`config.mk`:
```
export PLATFORM = sky130hd
export DESIGN_NAME = zero_noise_flag
export DESIGN_NICKNAME = d
export VERILOG_FILES = /design/src/rtl/zd_pkg.sv /design/src/rtl/zd_test_reg.sv /design/src/rtl/zd_silence_counter.sv /design/src/rtl/zd_noise_lfsr.sv /design/src/rtl/zero_noise_flag.sv
export SDC_FILE = /design/constraint.sdc
export NUM_CORES = 1
export LEC_CHECK = 0
export BUFFER_PORTS_ARGS = -buffer_cell sky130_fd_sc_hd__buf_2
export CORE_MARGIN = 4
export CORE_UTILIZATION = 50
export CTS_BUF_LIST = sky130_fd_sc_hd__clkbuf_8
export DETAILED_ROUTE_END_ITERATION = 12
export PLACE_DENSITY = 0.79
export SYNTH_ARGS = -nofsm -noshare
export SYNTH_HDL_FRONTEND = slang
export SYNTH_SLANG_ARGS = --single-unit
```
`constraint.sdc`:
```
create_clock -name clk_i -period 2.1 [get_ports clk_i]
set_input_delay 0 -clock clk_i [delete_from_list [all_inputs] [get_ports clk_i]]
set_output_delay 0 -clock clk_i [all_outputs]
set_load 0.005 [all_outputs]
```
`src/rtl/zd_pkg.sv`:
```
package zd_pkg;

  // Fibonacci feedback masks for maximal-length sequences, bit i = tap i+1
  function automatic logic [31:0] lfsr_tap_mask(input int unsigned width);
    case (width)
      4:       return 32'h0000_000C;
      8:       return 32'h0000_00B8;
      16:      return 32'h0000_D008;
      24:      return 32'h00E1_0000;
      32:      return 32'h8020_0003;
      default: return 32'h0000_0000;
    endcase
  endfunction

  typedef enum logic {
    SEL_SILENCE = 1'b0,
    SEL_NOISE   = 1'b1
  } out_sel_e;

endpackage

```
`src/rtl/zd_test_reg.sv`:
```
module zd_test_reg #(
  parameter int unsigned ADDR_W     = 9,
  parameter int unsigned DATA_W     = 8,
  parameter int unsigned TEST_ADDR  = 511,
  parameter int unsigned NOISE_CODE = 7
) (
  input  logic              clk_i,
  input  logic              rst_ni,
  input  logic              we_i,
  input  logic [ADDR_W-1:0] addr_i,
  input  logic [DATA_W-1:0] wdata_i,
  output zd_pkg::out_sel_e  sel_o
);
  localparam logic [ADDR_W-1:0] ADDR_HIT = ADDR_W'(TEST_ADDR);
  localparam logic [DATA_W-1:0] CODE_HIT = DATA_W'(NOISE_CODE);

  logic [DATA_W-1:0] test_q;

  always_ff @(posedge clk_i or negedge rst_ni) begin
    if (!rst_ni)                          test_q <= '0;
    else if (we_i && addr_i == ADDR_HIT)  test_q <= wdata_i;
  end

  assign sel_o = (test_q == CODE_HIT) ? zd_pkg::SEL_NOISE : zd_pkg::SEL_SILENCE;
endmodule

```
`src/rtl/zd_silence_counter.sv`:
```
module zd_silence_counter #(
  parameter int unsigned SAMPLE_W       = 24,
  parameter int unsigned SILENCE_FRAMES = 1024,
  localparam int unsigned CNT_W         = $clog2(SILENCE_FRAMES + 1)
) (
  input  logic                clk_i,
  input  logic                rst_ni,
  input  logic                frame_vld_i,
  input  logic [SAMPLE_W-1:0] left_i,
  input  logic [SAMPLE_W-1:0] right_i,
  output logic [CNT_W-1:0]    cnt_o,
  output logic                silent_o
);
  localparam logic [CNT_W-1:0] LIMIT = CNT_W'(SILENCE_FRAMES);

  logic             any_nz;
  logic [CNT_W-1:0] cnt_q;

  assign any_nz = (|left_i) | (|right_i);

  always_ff @(posedge clk_i or negedge rst_ni) begin
    if (!rst_ni) begin
      cnt_q <= '0;
    end else if (frame_vld_i) begin
      if (any_nz)              cnt_q <= '0;
      else if (cnt_q != LIMIT) cnt_q <= cnt_q + 1'b1;
    end
  end

  assign cnt_o    = cnt_q;
  assign silent_o = (cnt_q == LIMIT);
endmodule

```
`src/rtl/zd_noise_lfsr.sv`:
```
module zd_noise_lfsr #(
  parameter int unsigned       LFSR_W = 24,
  parameter logic [LFSR_W-1:0] SEED   = LFSR_W'(1)
) (
  input  logic              clk_i,
  input  logic              rst_ni,
  input  logic              step_i,
  output logic [LFSR_W-1:0] state_o,
  output logic              bit_o
);
  localparam logic [31:0]       MASK32 = zd_pkg::lfsr_tap_mask(LFSR_W);
  localparam logic [LFSR_W-1:0] TAPS   = MASK32[LFSR_W-1:0];

  logic [LFSR_W-1:0] state_q;
  logic              fb;

  generate
    if (LFSR_W < 2 || TAPS == '0) begin : g_bad_width
      initial $error("zd_noise_lfsr: unsupported LFSR_W");
    end
  endgenerate

  assign fb = ^(state_q & TAPS);

  always_ff @(posedge clk_i or negedge rst_ni) begin
    if (!rst_ni)     state_q <= SEED;
    else if (step_i) state_q <= {state_q[LFSR_W-2:0], fb};
  end

  assign state_o = state_q;
  assign bit_o   = state_q[LFSR_W-1];
endmodule

```
`src/rtl/zero_noise_flag.sv`:
```
module zero_noise_flag #(
  parameter int unsigned SAMPLE_W       = 24,
  parameter int unsigned SILENCE_FRAMES = 1024,
  parameter int unsigned LFSR_W         = 24,
  parameter int unsigned ADDR_W         = 9,
  parameter int unsigned DATA_W         = 8,
  parameter int unsigned TEST_ADDR      = 511,
  parameter int unsigned NOISE_CODE     = 7,
  localparam int unsigned CNT_W         = $clog2(SILENCE_FRAMES + 1)
) (
  input  logic                clk_i,
  input  logic                rst_ni,
  input  logic                frame_vld_i,
  input  logic [SAMPLE_W-1:0] left_i,
  input  logic [SAMPLE_W-1:0] right_i,
  input  logic                bit_tick_i,
  input  logic                reg_we_i,
  input  logic [ADDR_W-1:0]   reg_addr_i,
  input  logic [DATA_W-1:0]   reg_wdata_i,
  output logic                flag_o
);
  zd_pkg::out_sel_e  out_sel;
  logic [CNT_W-1:0]  silence_cnt;
  logic              silent;
  logic [LFSR_W-1:0] noise_state;
  logic              noise_bit;

  zd_test_reg #(
    .ADDR_W(ADDR_W), .DATA_W(DATA_W),
    .TEST_ADDR(TEST_ADDR), .NOISE_CODE(NOISE_CODE)
  ) i_test_reg (
    .clk_i, .rst_ni,
    .we_i(reg_we_i), .addr_i(reg_addr_i), .wdata_i(reg_wdata_i),
    .sel_o(out_sel)
  );

  zd_silence_counter #(
    .SAMPLE_W(SAMPLE_W), .SILENCE_FRAMES(SILENCE_FRAMES)
  ) i_silence (
    .clk_i, .rst_ni, .frame_vld_i, .left_i, .right_i,
    .cnt_o(silence_cnt), .silent_o(silent)
  );

  zd_noise_lfsr #(
    .LFSR_W(LFSR_W), .SEED(LFSR_W'(1))
  ) i_noise (
    .clk_i, .rst_ni, .step_i(bit_tick_i),
    .state_o(noise_state), .bit_o(noise_bit)
  );

  assign flag_o = (out_sel == zd_pkg::SEL_NOISE) ? noise_bit : silent;
endmodule

```
After elaboration in Yosys (flattened, before gate mapping)
Index checks and enable logic that the tools add are counted.

storage, ports and cells
  register bits = 43
  input bits = 70

cells by class
  bitwise operators = 1
  $add $sub $neg = 1
  multiplexer cells = 4
  eq/ne operators = 4
  reduce and logical (&&, ||, !) cells = 6

operator list
  operator                 count
  $reduce_or A24 Y1        2
  $reduce_xor A24 Y1       1
  $mux W11                 2
  $add A11 B1 Y11 const B  1
  $eq A11 B11 Y1 const B   1
  $ne A11 B11 Y1 const B   1
  $eq A9 B9 Y1 const B     1
  $eq A8 B3 Y1 const B     1
  $mux W1                  2
  $reduce_and A2 Y1        1
  $reduce_bool A2 Y1       1
  $logic_and A1 B1 Y1      1
  $or A1 B1 Y1             1

Longest topological paths before layout
Gate-level depths: netlist (run 1).

  depth after elaboration = 4
  depth in mapped cells = 6
  gate-level depth less buffers = 6

Hierarchy
A second synthesis (run 1) with hierarchy kept.

second synthesis, totals
  cell total of the unflattened synthesis = 167
  area, all modules = 2152.1 um^2

by module, submodules not included
  module              seq. area each (um^2)  times used  area each (um^2)  cells each
  zd_noise_lfsr       601.8                  1           1022.2            56
  zd_silence_counter  275.3                  1           765.7             87
  zd_test_reg         200.2                  1           349.1             23
  zero_noise_flag     0.0                    1           15.0              1

Worst setup path before layout (run 1)
No wires, ideal clock.

  path kind = register to register
  start = register i_silence.cnt_q[2] (netlist: i_silence.cnt_o[2])
  end = register i_silence.cnt_q[9] (netlist: i_silence.cnt_o[9])
  arrival = 1392 ps
  path slack = 571 ps
  setup time = 137 ps
  data required time = 1963 ps
  cell stages (with the launch flop) = 5
  cells stage by stage = dfrtp_1 nand3_2 or4_4 a41oi_1 o32ai_2

between the ends
  word-level cells in the longest chain between the ends = 3
  elaborated cells on any way between the ends = 6

ends and longest elaborated chain
  element                                                   RTL line                  text
  from (decl)                                               zd_silence_counter.sv:17  logic [CNT_W-1:0] cnt_q;
  from (signal assigned)                                    zd_silence_counter.sv:26  else if (cnt_q != LIMIT) cnt_q <= cnt_q + 1'b1;
  $add A11 B1 Y11 / $ne A11 B11 Y1 (equally long branches)  zd_silence_counter.sv:26
  $mux W11 / $reduce_bool A2 Y1 (equally long branches)     n/a
  $mux W11 / $reduce_and A2 Y1 (equally long branches)      n/a

Parallel ways exist; a longest one is shown, timed or not. The select of a mux whose other input is x is not followed.
A chain may end at the register's enable or synchronous reset.

Worst setup path after layout (run 1)
  start = register i_silence.cnt_q[0] (netlist: i_silence.cnt_o[0])
  end = output flag_o

between the ends
  word-level cells in the longest chain between the ends = 2

ends and longest elaborated chain
  element         RTL line                  text
  $eq A11 B11 Y1  zd_silence_counter.sv:31  assign silent_o = (cnt_q == LIMIT);
  $mux W1         zero_noise_flag.sv:51     assign flag_o = (out_sel == zd_pkg::SEL_NOISE) ? noise_bit : silent;
  to (decl)       zero_noise_flag.sv:20     output logic flag_o

Every way passes these cells.

==> flow_summary.json, run 1 <==
{
  "status": "finished, final reports clean",
  "cts.sinks": 43,
  "dp_hpwl_um": 3630,
  "critical_path_class": "reg -> out",
  "drcViolationCount": 0,
  "port_buffers": 70,
  "r2r-end": "i_silence.cnt_o[5]",
  "fin_crit_sh_pct": 90.0,
  "whs_path_depth": 2,
  "fin_crit_ps": 1890,
  "ys_seq_elements": 43,
  "cp_slowest_cell": "dfrtp_1",
  "grtUsageTotal_pct": 20.1,
  "worstPathArrival_ps": 1890,
  "grt_pass1_wl_um": 8250,
  "path_max_fanout": 4,
  "crit_path_end_kind": "output port",
  "area_delta_synth_final_pct": 28.3,
  "max_freq_mhz": 529,
  "routedWlPerCell_um": 16.1,
  "cp-start-kind": "register",
  "ys_seq_area_share_pct": 51.4,
  "cts_buffers": 5,
  "fin_area_sq_um": 2690,
  "critPathLaunch": "i_silence.cnt_o[0]",
  "skew_ps": 8.30,
  "hold_violations": 0,
  "die_h_um": 72.8,
  "clkTransAtPathRegs_ps": 90,
  "ant_nets": 0,
  "avgSynthCellArea_sq_um": 11.8,
  "drt-pass1-iter-count": 4,
  "vias": 1704,
  "finalWirelength_um": 4990,
  "mappedNetlistArea_sq_um": 2100,
  "clk_latency_ps": 300,
  "cts_tree": "yes",
  "p_leak_nw": 1.21,
  "drive_gt1_share_pct": 46.5,
  "min_path_type": "in -> reg",
  "die_area_sq_um": 5290,
  "start_util_pct": 52.0,
  "antennaDiodeCount": 0,
  "cts_buffer_depth": 2,
  "grt_max_degree": 44,
  "gp_congestion": 0.875,
  "via_per_inst": 5.50,
  "placeableCoreArea_sq_um": 4030,
  "postCtsSetupBuffers": 0,
  "min_to": "i_silence.cnt_o[6]",
  "drtIter0Drc": 57,
  "crit_chain": "inv_1 > ha_1 > nor4bb_2 > and3_1 > mux2_2 > buf_2",
  "min-delay-start": "frame_vld_i",
  "slew-limit-headroom_pct": 38.3,
  "crit_required_ps": 2100,
  "ios": 71,
  "place_area_sq_um": 2500,
  "ys_warn_count": 0,
  "fin_nets": 331,
  "drv_cap": 0,
  "grt-ovfl-total": 0,
  "finalMaxSlewViolations": 0,
  "setup_tns_ps": 0,
  "rsz0062_at_grt": "no",
  "worstMarginPinSlew_ps": 925,
  "antenna_found_initial": 0,
  "netlist_instances": 177,
  "cts.htree.levels": 2,
  "yosysTopAreaCell": "dfrtp_1",
  "ir_drop_mv": 0.348,
  "reg2reg_depth": 6,
  "rrSetupSlack_ps": 390,
  "synth_top_area_share_pct": 50.1,
  "synth_area_leaders": "dfrtp_1, mux2_2, nor4_1, a41oi_1, inv_1",
  "syn_nets": 249,
  "timing.rr.start": "i_silence.cnt_o[0]",
  "grt_pass1_vias": 1799,
  "finalSetupViolations": 0,
  "p_per_area_nw_per_um2": 805,
  "max_stage_delay_ps": 430,
  "num_rows": 23,
  "die_w_um": 72.8,
  "synth_cell_types": 37,
  "cts_root_buffer": "clkbuf_8"
}
state kept, by name, summed over array words and instances, names as in the netlist:
register / count
i_noise.state_o: 24
i_silence.cnt_o: 11
i_test_reg.test_q: 8
stage by stage:
step / hold WS (ps) / util [%] / setup slack (ps) / cells / power [mW]
finish: 1.71 / 66.8 / 210 / 310 / 2.17
global route: 29.2 / 66.8 / 88.8 / 310 / 2.30
CTS: 4.45 / 66.6 / 145 / 310 / 2.19
detailed placement: 198 / 62.1 / 339 / 293 / 1.64
global placement: 182 / 62.1 / 435 / 293 / 1.59
floorplan: -296 / - / 571 / 177 / 1.47
layer usage:
| metal | wire length (um) | track usage, % | up-vias |
|---|---|---|---|
| met5 | 0 | 0 | - |
| met4 | 71 | 7.17 | 0 |
| met3 | 270 | 5.23 | 6 |
| met2 | 2560 | 34.0 | 51 |
| met1 | 2090 | 24.7 | 808 |
| li1 | - | - | 839 |
power by group:
group / switching, mW / leakage [nW] / internal [mW] / total [mW]
sequential: 0.123 / 0.556 / 1.07 / 1.19
combinational: 0.149 / 0.615 / 0.287 / 0.436
clock: 0.303 / 0.0408 / 0.238 / 0.541
total: 0.575 / 1.21 / 1.59 / 2.17
layout make-up:
| class | instances | area (sq um) |
|---|---|---|
| Sequential cell | 43 | 1080 |
| Inverter | 12 | 45.0 |
| Clock inverter | 3 | 23.8 |
| Multi-Input combinational cell | 115 | 951 |
| Clock buffer | 5 | 68.8 |
| Fill cell | 302 | 1340 |
| Tap cell | 50 | 62.6 |
| Timing Repair Buffer | 82 | 463 |
repair_timing:
action | 4_1_cts | 5_1_grt
setup endpoints to repair | 0 | 1
endpoints found under the hold margin | 50 | 0
hold buffers | 9 | 0
resized for setup | 0 | 1
critical path, delay by kind of cell, from the launching register on:
family | cells | cell delay [ps]
buffers and inverters | 2 | 200
DFF | 1 | 430
and+or+nand+nor | 2 | 650
muxes | 1 | 150
adders and majority gates | 1 | 150
layout by cell type, fill, tap and decap left out, types with 2 or more instances in the layout:
| master | instances |
|---|---|
| nor2_1 | 5 |
| clkbuf_8 | 5 |
| a41oi_1 | 7 |
| nor4_1 | 16 |
| mux2i_1 | 2 |
| mux2_2 | 32 |
| buf_2 | 70 |
| nand2_1 | 5 |
| o2bb2ai_1 | 2 |
| dlygate4sd3_1 | 9 |
| inv_1 | 12 |
| a21oi_1 | 2 |
| buf_4 | 3 |
| nand3_1 | 3 |
| xnor2_1 | 3 |
| nand4_1 | 7 |
| o21ai_0 | 2 |
| dfrtp_1 | 42 |
| ha_1 | 2 |
| nand2b_1 | 3 |
| or3_1 | 2 |
| o22ai_1 | 4 |
| and4_1 | 3 |
| clkinvlp_4 | 2 |
synthesized netlist by cell type:
master     count
dfrtp_1       42
mux2_2        32
nor4_1        16
inv_1         12
a41oi_1        7
nand4_1        7
nand2_1        5
nor2_1         5
clkbuf_1       4
o22ai_1        4
and4_1         3
buf_2          3
nand2b_1       3
nand3_1        3
xnor2_1        3
a21oi_1        2
ha_1           2
mux2i_1        2
o21ai_0        2
o2bb2ai_1      2
or3_1          2
a311oi_1       1
a31oi_1        1
and3_1         1
dfstp_2        1
nand2b_4       1
nand3_2        1
nor2b_1        1
nor3_1         1
nor3_2         1
nor4bb_1       1
o21a_1         1
o221ai_1       1
o311ai_0       1
o32ai_2        1
or2_2          1
or4_4          1
kinds of logic (layout without fill, tap and decap cells):
family	count (synthesis)	after routing	synth area share, %
and+or+nand+nor	53	53	15.9
DFF	43	43	51.4
muxes	34	34	18.1
AOI/OAI and AO/OA	23	23	8.59
buffers and inverters	19	102	3.58
xor gates and xnor gates	3	3	1.25
adders and majority gates	2	2	1.19
worst max path at each step:
stage                         end  cells after the start
3_3_place_gp   i_silence.cnt_o[5]                      6
5_1_grt                    flag_o                      6
6_report                   flag_o                      6
2_1_floorplan  i_silence.cnt_o[9]                      4
4_1_cts                    flag_o                      6
3_5_place_dp   i_silence.cnt_o[5]                      6
Power figures use the tool's default switching activity.
==> run 2: changes to the inputs <==
Settings changed: RECOVER_POWER set to 100.
==> run 2 against run 1 <==
- power is essentially flat
- worst setup slack lost 20 ps
- sequential power barely moved
- flip-flop and latch count unchanged
- first-iteration DRC count shrank 12%
- die area did not move
- clock skew increased by 1.6 ps
- hold slack better by 2.2 ps
- routed wire length is 0.40% higher
- critical path type unchanged
- critical endpoint unchanged
==> flow_summary.json, run 2 (synthesis results as in run 1) <==
{
  "p_per_area_nw_per_um2": 809,
  "port_buffers": 70,
  "setup_tns_ps": 0,
  "clk_latency_ps": 300,
  "crit_path_end_kind": "output port",
  "cp-start-kind": "register",
  "max_stage_delay_ps": 420,
  "final_util_pct": 66.4,
  "grt_pass1_wl_um": 8250,
  "drt-pass1-iter-count": 4,
  "max_freq_mhz": 524,
  "slew-limit-headroom_pct": 30.7,
  "antennaDiodeCount": 0,
  "critical_path_class": "reg -> out",
  "skew_ps": 9.92,
  "cts.htree.levels": 2,
  "rsz0062_at_grt": "no",
  "vias": 1716,
  "antenna_found_initial": 0,
  "fin_nets": 331,
  "cts_buffers": 5,
  "nFillCells": 305,
  "crit_family": "simple AND/OR/NAND/NOR gates",
  "worstMarginPinSlew_ps": 1040,
  "cp_slowest_cell": "dfrtp_1",
  "grt-ovfl-total": 0,
  "grt_pass1_vias": 1799,
  "die_w_um": 72.8,
  "fin_crit_sh_pct": 90.9,
  "via_per_inst": 5.54,
  "cts.sinks": 43,
  "layout_common_cells": "buf_2, dfrtp_1, mux2_2, nor4_1, inv_1",
  "cts_root_buffer": "clkbuf_8",
  "start_util_pct": 52.0,
  "ant_nets": 0,
  "drive_gt1_share_pct": 45.0,
  "finalPower_mw": 2.17,
  "fin_crit_ps": 1910,
  "area_delta_synth_final_pct": 27.6,
  "hold_violations": 0,
  "crit_required_ps": 2100,
  "clkTransAtPathRegs_ps": 90,
  "crit_chain": "inv_1 > ha_1 > nor4bb_2 > and3_1 > mux2_2 > clkbuf_1",
  "cts_tree": "yes",
  "finalMaxSlewViolations": 0,
  "status": "finished, final reports clean",
  "drv_cap": 0,
  "gp_congestion": 0.875,
  "cp_num_buf_inv": 2,
  "ios": 71,
  "drcViolationCount": 0,
  "die_h_um": 72.8,
  "final_common_cell": "buf_2",
  "postCtsSetupBuffers": 0,
  "largest_reg_flops": 24,
  "finalWirelength_um": 5010,
  "die_area_sq_um": 5290,
  "path_max_fanout": 4,
  "num_rows": 23,
  "min_path_type": "in -> reg",
  "worstPathArrival_ps": 1910,
  "placeableCoreArea_sq_um": 4030,
  "grt_max_degree": 44,
  "ir_drop_mv": 0.348,
  "grtUsageTotal_pct": 20.1,
  "p_leak_nw": 1.21,
  "finalSetupViolations": 0,
  "cts_buffer_depth": 2,
  "drtIter0Drc": 50,
  "routedWlPerCell_um": 16.2,
  "dp_hpwl_um": 3630
}
==> run 2: repair_timing <==
item,in CTS,in global routing
resized for setup,0,1
endpoints found under the setup margin,0,1
hold buffers,9,0
endpoints found under the hold margin,50,0
==> run 2: path summary, 6_finish.rpt <==
kind                                         start  cells after the start                   end  slack [ps]
worst min-delay path                   frame_vld_i                      2    i_silence.cnt_o[6]           4
worst min register to register  i_noise.state_o[0]                      2    i_noise.state_o[0]         500
worst max register to register  i_silence.cnt_o[2]                      4    i_silence.cnt_o[9]         370
max in group asynchronous                   rst_ni                      2  i_test_reg.test_q[0]        1030
min in group asynchronous                   rst_ni                      2    i_noise.state_o[2]         420
worst max-delay path            i_silence.cnt_o[0]                      6                flag_o         190
==> run 2: layout make-up <==
cell class	count	area, sq um	area share (%)
Clock buffer	5	68.8	2.57
Clock inverter	3	23.8	0.888
Inverter	12	45.0	1.68
Multi-Input combinational cell	115	937	35.0
Sequential cell	43	1080	40.3
Tap cell	50	62.6	2.34
Timing Repair Buffer	82	462	17.3
==> run 2: through the flow <==
step | std cells | hold slack [ps] | setup WS (ps) | cell area [sq um]
floorplan | 177 | -296 | 571 | 2100
global placement | 293 | 182 | 435 | 2500
detailed placement | 293 | 198 | 339 | 2500
CTS | 310 | 4.45 | 145 | 2690
global route | 310 | 29.2 | 75.6 | 2680
finish | 310 | 3.87 | 190 | 2680
==> run 2: layer usage <==
metal | up-vias | track usage (%) | wire length [um]
li1 | 839 | - | -
met1 | 811 | 24.7 | 2100
met2 | 58 | 34.0 | 2540
met3 | 8 | 5.23 | 281
met4 | 0 | 7.17 | 91
met5 | - | 0 | 0
==> run 2: power breakdown <==
| group | leakage (nW) | internal, mW | switching, mW |
|---|---|---|---|
| sequential | 0.556 | 1.07 | 0.122 |
| clock | 0.0408 | 0.238 | 0.303 |
| combinational | 0.609 | 0.287 | 0.149 |
| total | 1.21 | 1.59 | 0.574 |
==> run 3: changes to the inputs <==
Settings changed: CELL_PAD_IN_SITES_DETAIL_PLACEMENT set to 2, CELL_PAD_IN_SITES_GLOBAL_PLACEMENT set to 2, CORE_UTILIZATION 50 to 32, PLACE_DENSITY 0.79 to unset, PLACE_DENSITY_LB_ADDON set to 0.1, SKIP_LAST_GASP set to 1.
==> run 3 against run 2 <==
- power increased by 9.5%
- register-to-register slack got worse by 80 ps
- non-clock buffer count is 2 higher
- global-route usage shrank 3.9 points
- largest power group unchanged
==> flow_summary.json, run 3 (synthesis results as in run 1) <==
{
  "fin_nets": 333,
  "setup_tns_ps": 0,
  "antennaDiodeCount": 0,
  "swShare_pct": 23.1,
  "crit_family": "simple AND/OR/NAND/NOR gates",
  "die_w_um": 89.0,
  "ios": 71,
  "cp_slowest_cell": "dfrtp_1",
  "cts_buffer_depth": 2,
  "path_max_fanout": 4,
  "cp-start-kind": "register",
  "power_switching_uw": 547,
  "min_path_type": "in -> reg",
  "final_common_cell": "buf_2",
  "internal_power_mw": 1.82,
  "drv_cap": 0,
  "drtIter0Drc": 25,
  "rsz0062_at_grt": "no",
  "slew-limit-headroom_pct": 21.2,
  "p_leak_nw": 1.23,
  "fin_crit_ps": 1940,
  "timing.rr.start": "i_silence.cnt_o[2]",
  "grt_pass1_wl_um": 9760,
  "finalMaxSlewViolations": 0,
  "critPathLaunch": "i_silence.cnt_o[0]",
  "crit_required_ps": 2100,
  "clkTransAtPathRegs_ps": 80,
  "antenna_found_initial": 0,
  "worstPathArrival_ps": 1940,
  "dp_hpwl_um": 4530,
  "fin_hold_ws_ps": 26.3,
  "grt_pass1_vias": 2047,
  "die_area_sq_um": 7910,
  "crit_cells": 6,
  "grt_max_degree": 26,
  "max_stage_delay_ps": 430,
  "cts.sinks": 43,
  "finalPower_mw": 2.37,
  "rrSetupSlack_ps": 290,
  "hold_violations": 0,
  "gp_congestion": 0.820,
  "grt-ovfl-total": 0,
  "die_h_um": 89.0,
  "cts_root_buffer": "clkbuf_8",
  "power_frac_seq_pct": 50.2,
  "crit_chain": "inv_1 > ha_1 > nor4bb_1 > and3_1 > mux2_2 > clkbuf_1",
  "area_delta_synth_final_pct": 31.1,
  "p_per_area_nw_per_um2": 862,
  "finalSetupViolations": 0,
  "max_freq_mhz": 516,
  "finalWirelength_um": 5920,
  "cts_tree": "yes",
  "skew_ps": 6.10,
  "num_rows": 29,
  "port_buffers": 70,
  "clk_latency_ps": 290,
  "r2r-end": "i_silence.cnt_o[9]",
  "drive_gt1_share_pct": 43.5,
  "worstMarginPinSlew_ps": 1180,
  "vias": 1796,
  "start_util_pct": 33.0,
  "cts.htree.levels": 2,
  "grtUsageTotal_pct": 16.1,
  "drcViolationCount": 0,
  "fin_crit_sh_pct": 92.3,
  "crit_path_end_kind": "output port",
  "status": "finished, final reports clean",
  "ant_nets": 0,
  "cts_buffers": 5,
  "critical_path_class": "reg -> out",
  "clkPwrFrac_pct": 31.8,
  "cp_num_buf_inv": 2,
  "drt-pass1-iter-count": 4,
  "ir_drop_mv": 0.443,
  "reg2reg_depth": 4,
  "largest_reg_flops": 24,
  "via_per_inst": 5.30,
  "crit_path_end": "flag_o",
  "layout_common_cells": "buf_2, dfrtp_1, mux2_2, nor4_1, inv_1",
  "routedWlPerCell_um": 17.5,
  "combPwrFrac_pct": 18.0,
  "placeableCoreArea_sq_um": 6350
}
## run 3: timing repair
action,4_1_cts,5_1_grt
endpoints found under the hold margin,51,0
hold buffers,9,0
resized for setup,0,0
setup buffers,0,0
## run 3: area by class of cell
class	count	area (sq um)
clock inverters	3	63.8
well taps	77	96.3
clock buffers	5	68.8
flip-flops and latches	43	1080
repair buffers	84	468
inverters	12	45.0
multi-input cells	115	931
fillers	662	3600
## run 3: power by group through the flow
stage,registers (mW),clock network (mW),logic [mW]
6_report,1.19,0.754,0.426
5_1_grt,1.22,0.810,0.479
4_1_cts,1.20,0.776,0.440
3_5_place_dp,1.22,0,0.425
3_3_place_gp,1.21,0,0.409
2_1_floorplan,1.17,0,0.307
## run 3: how the worst min path moves through the flow
stage	end	cells past startpoint	slack, ps	startpoint
final	i_silence.cnt_o[6]	2	30	frame_vld_i
after global routing	i_silence.cnt_o[6]	2	50	frame_vld_i
after CTS	i_silence.cnt_o[6]	2	20	frame_vld_i
after detailed placement	i_noise.state_o[3]	2	8	rst_ni
after global placement	i_noise.state_o[2]	2	3	rst_ni
after floorplan	i_noise.state_o[10]	0	-300	rst_ni
## run 3: metal layers
| layer | up-vias | wire length [um] | global-route usage, % | share of wire (%) |
|---|---|---|---|---|
| li1 | 836 | - | - | - |
| met1 | 901 | 2260 | 17.4 | 38 |
| met2 | 50 | 3260 | 30.4 | 55 |
| met3 | 9 | 312 | 4.24 | 5.3 |
| met4 | 0 | 87 | 5.28 | 1.5 |
| met5 | - | 0 | 0 | 0 |
## run 3: per-stage QoR
stage	std cells	setup WS [ps]	utilization, %	area [sq um]
after floorplan	177	571	-	2100
after global placement	322	429	40.2	2550
after detailed placement	322	337	40.2	2550
after CTS	339	134	43.7	2770
after global routing	339	11.6	43.3	2750
final	339	162	43.3	2750
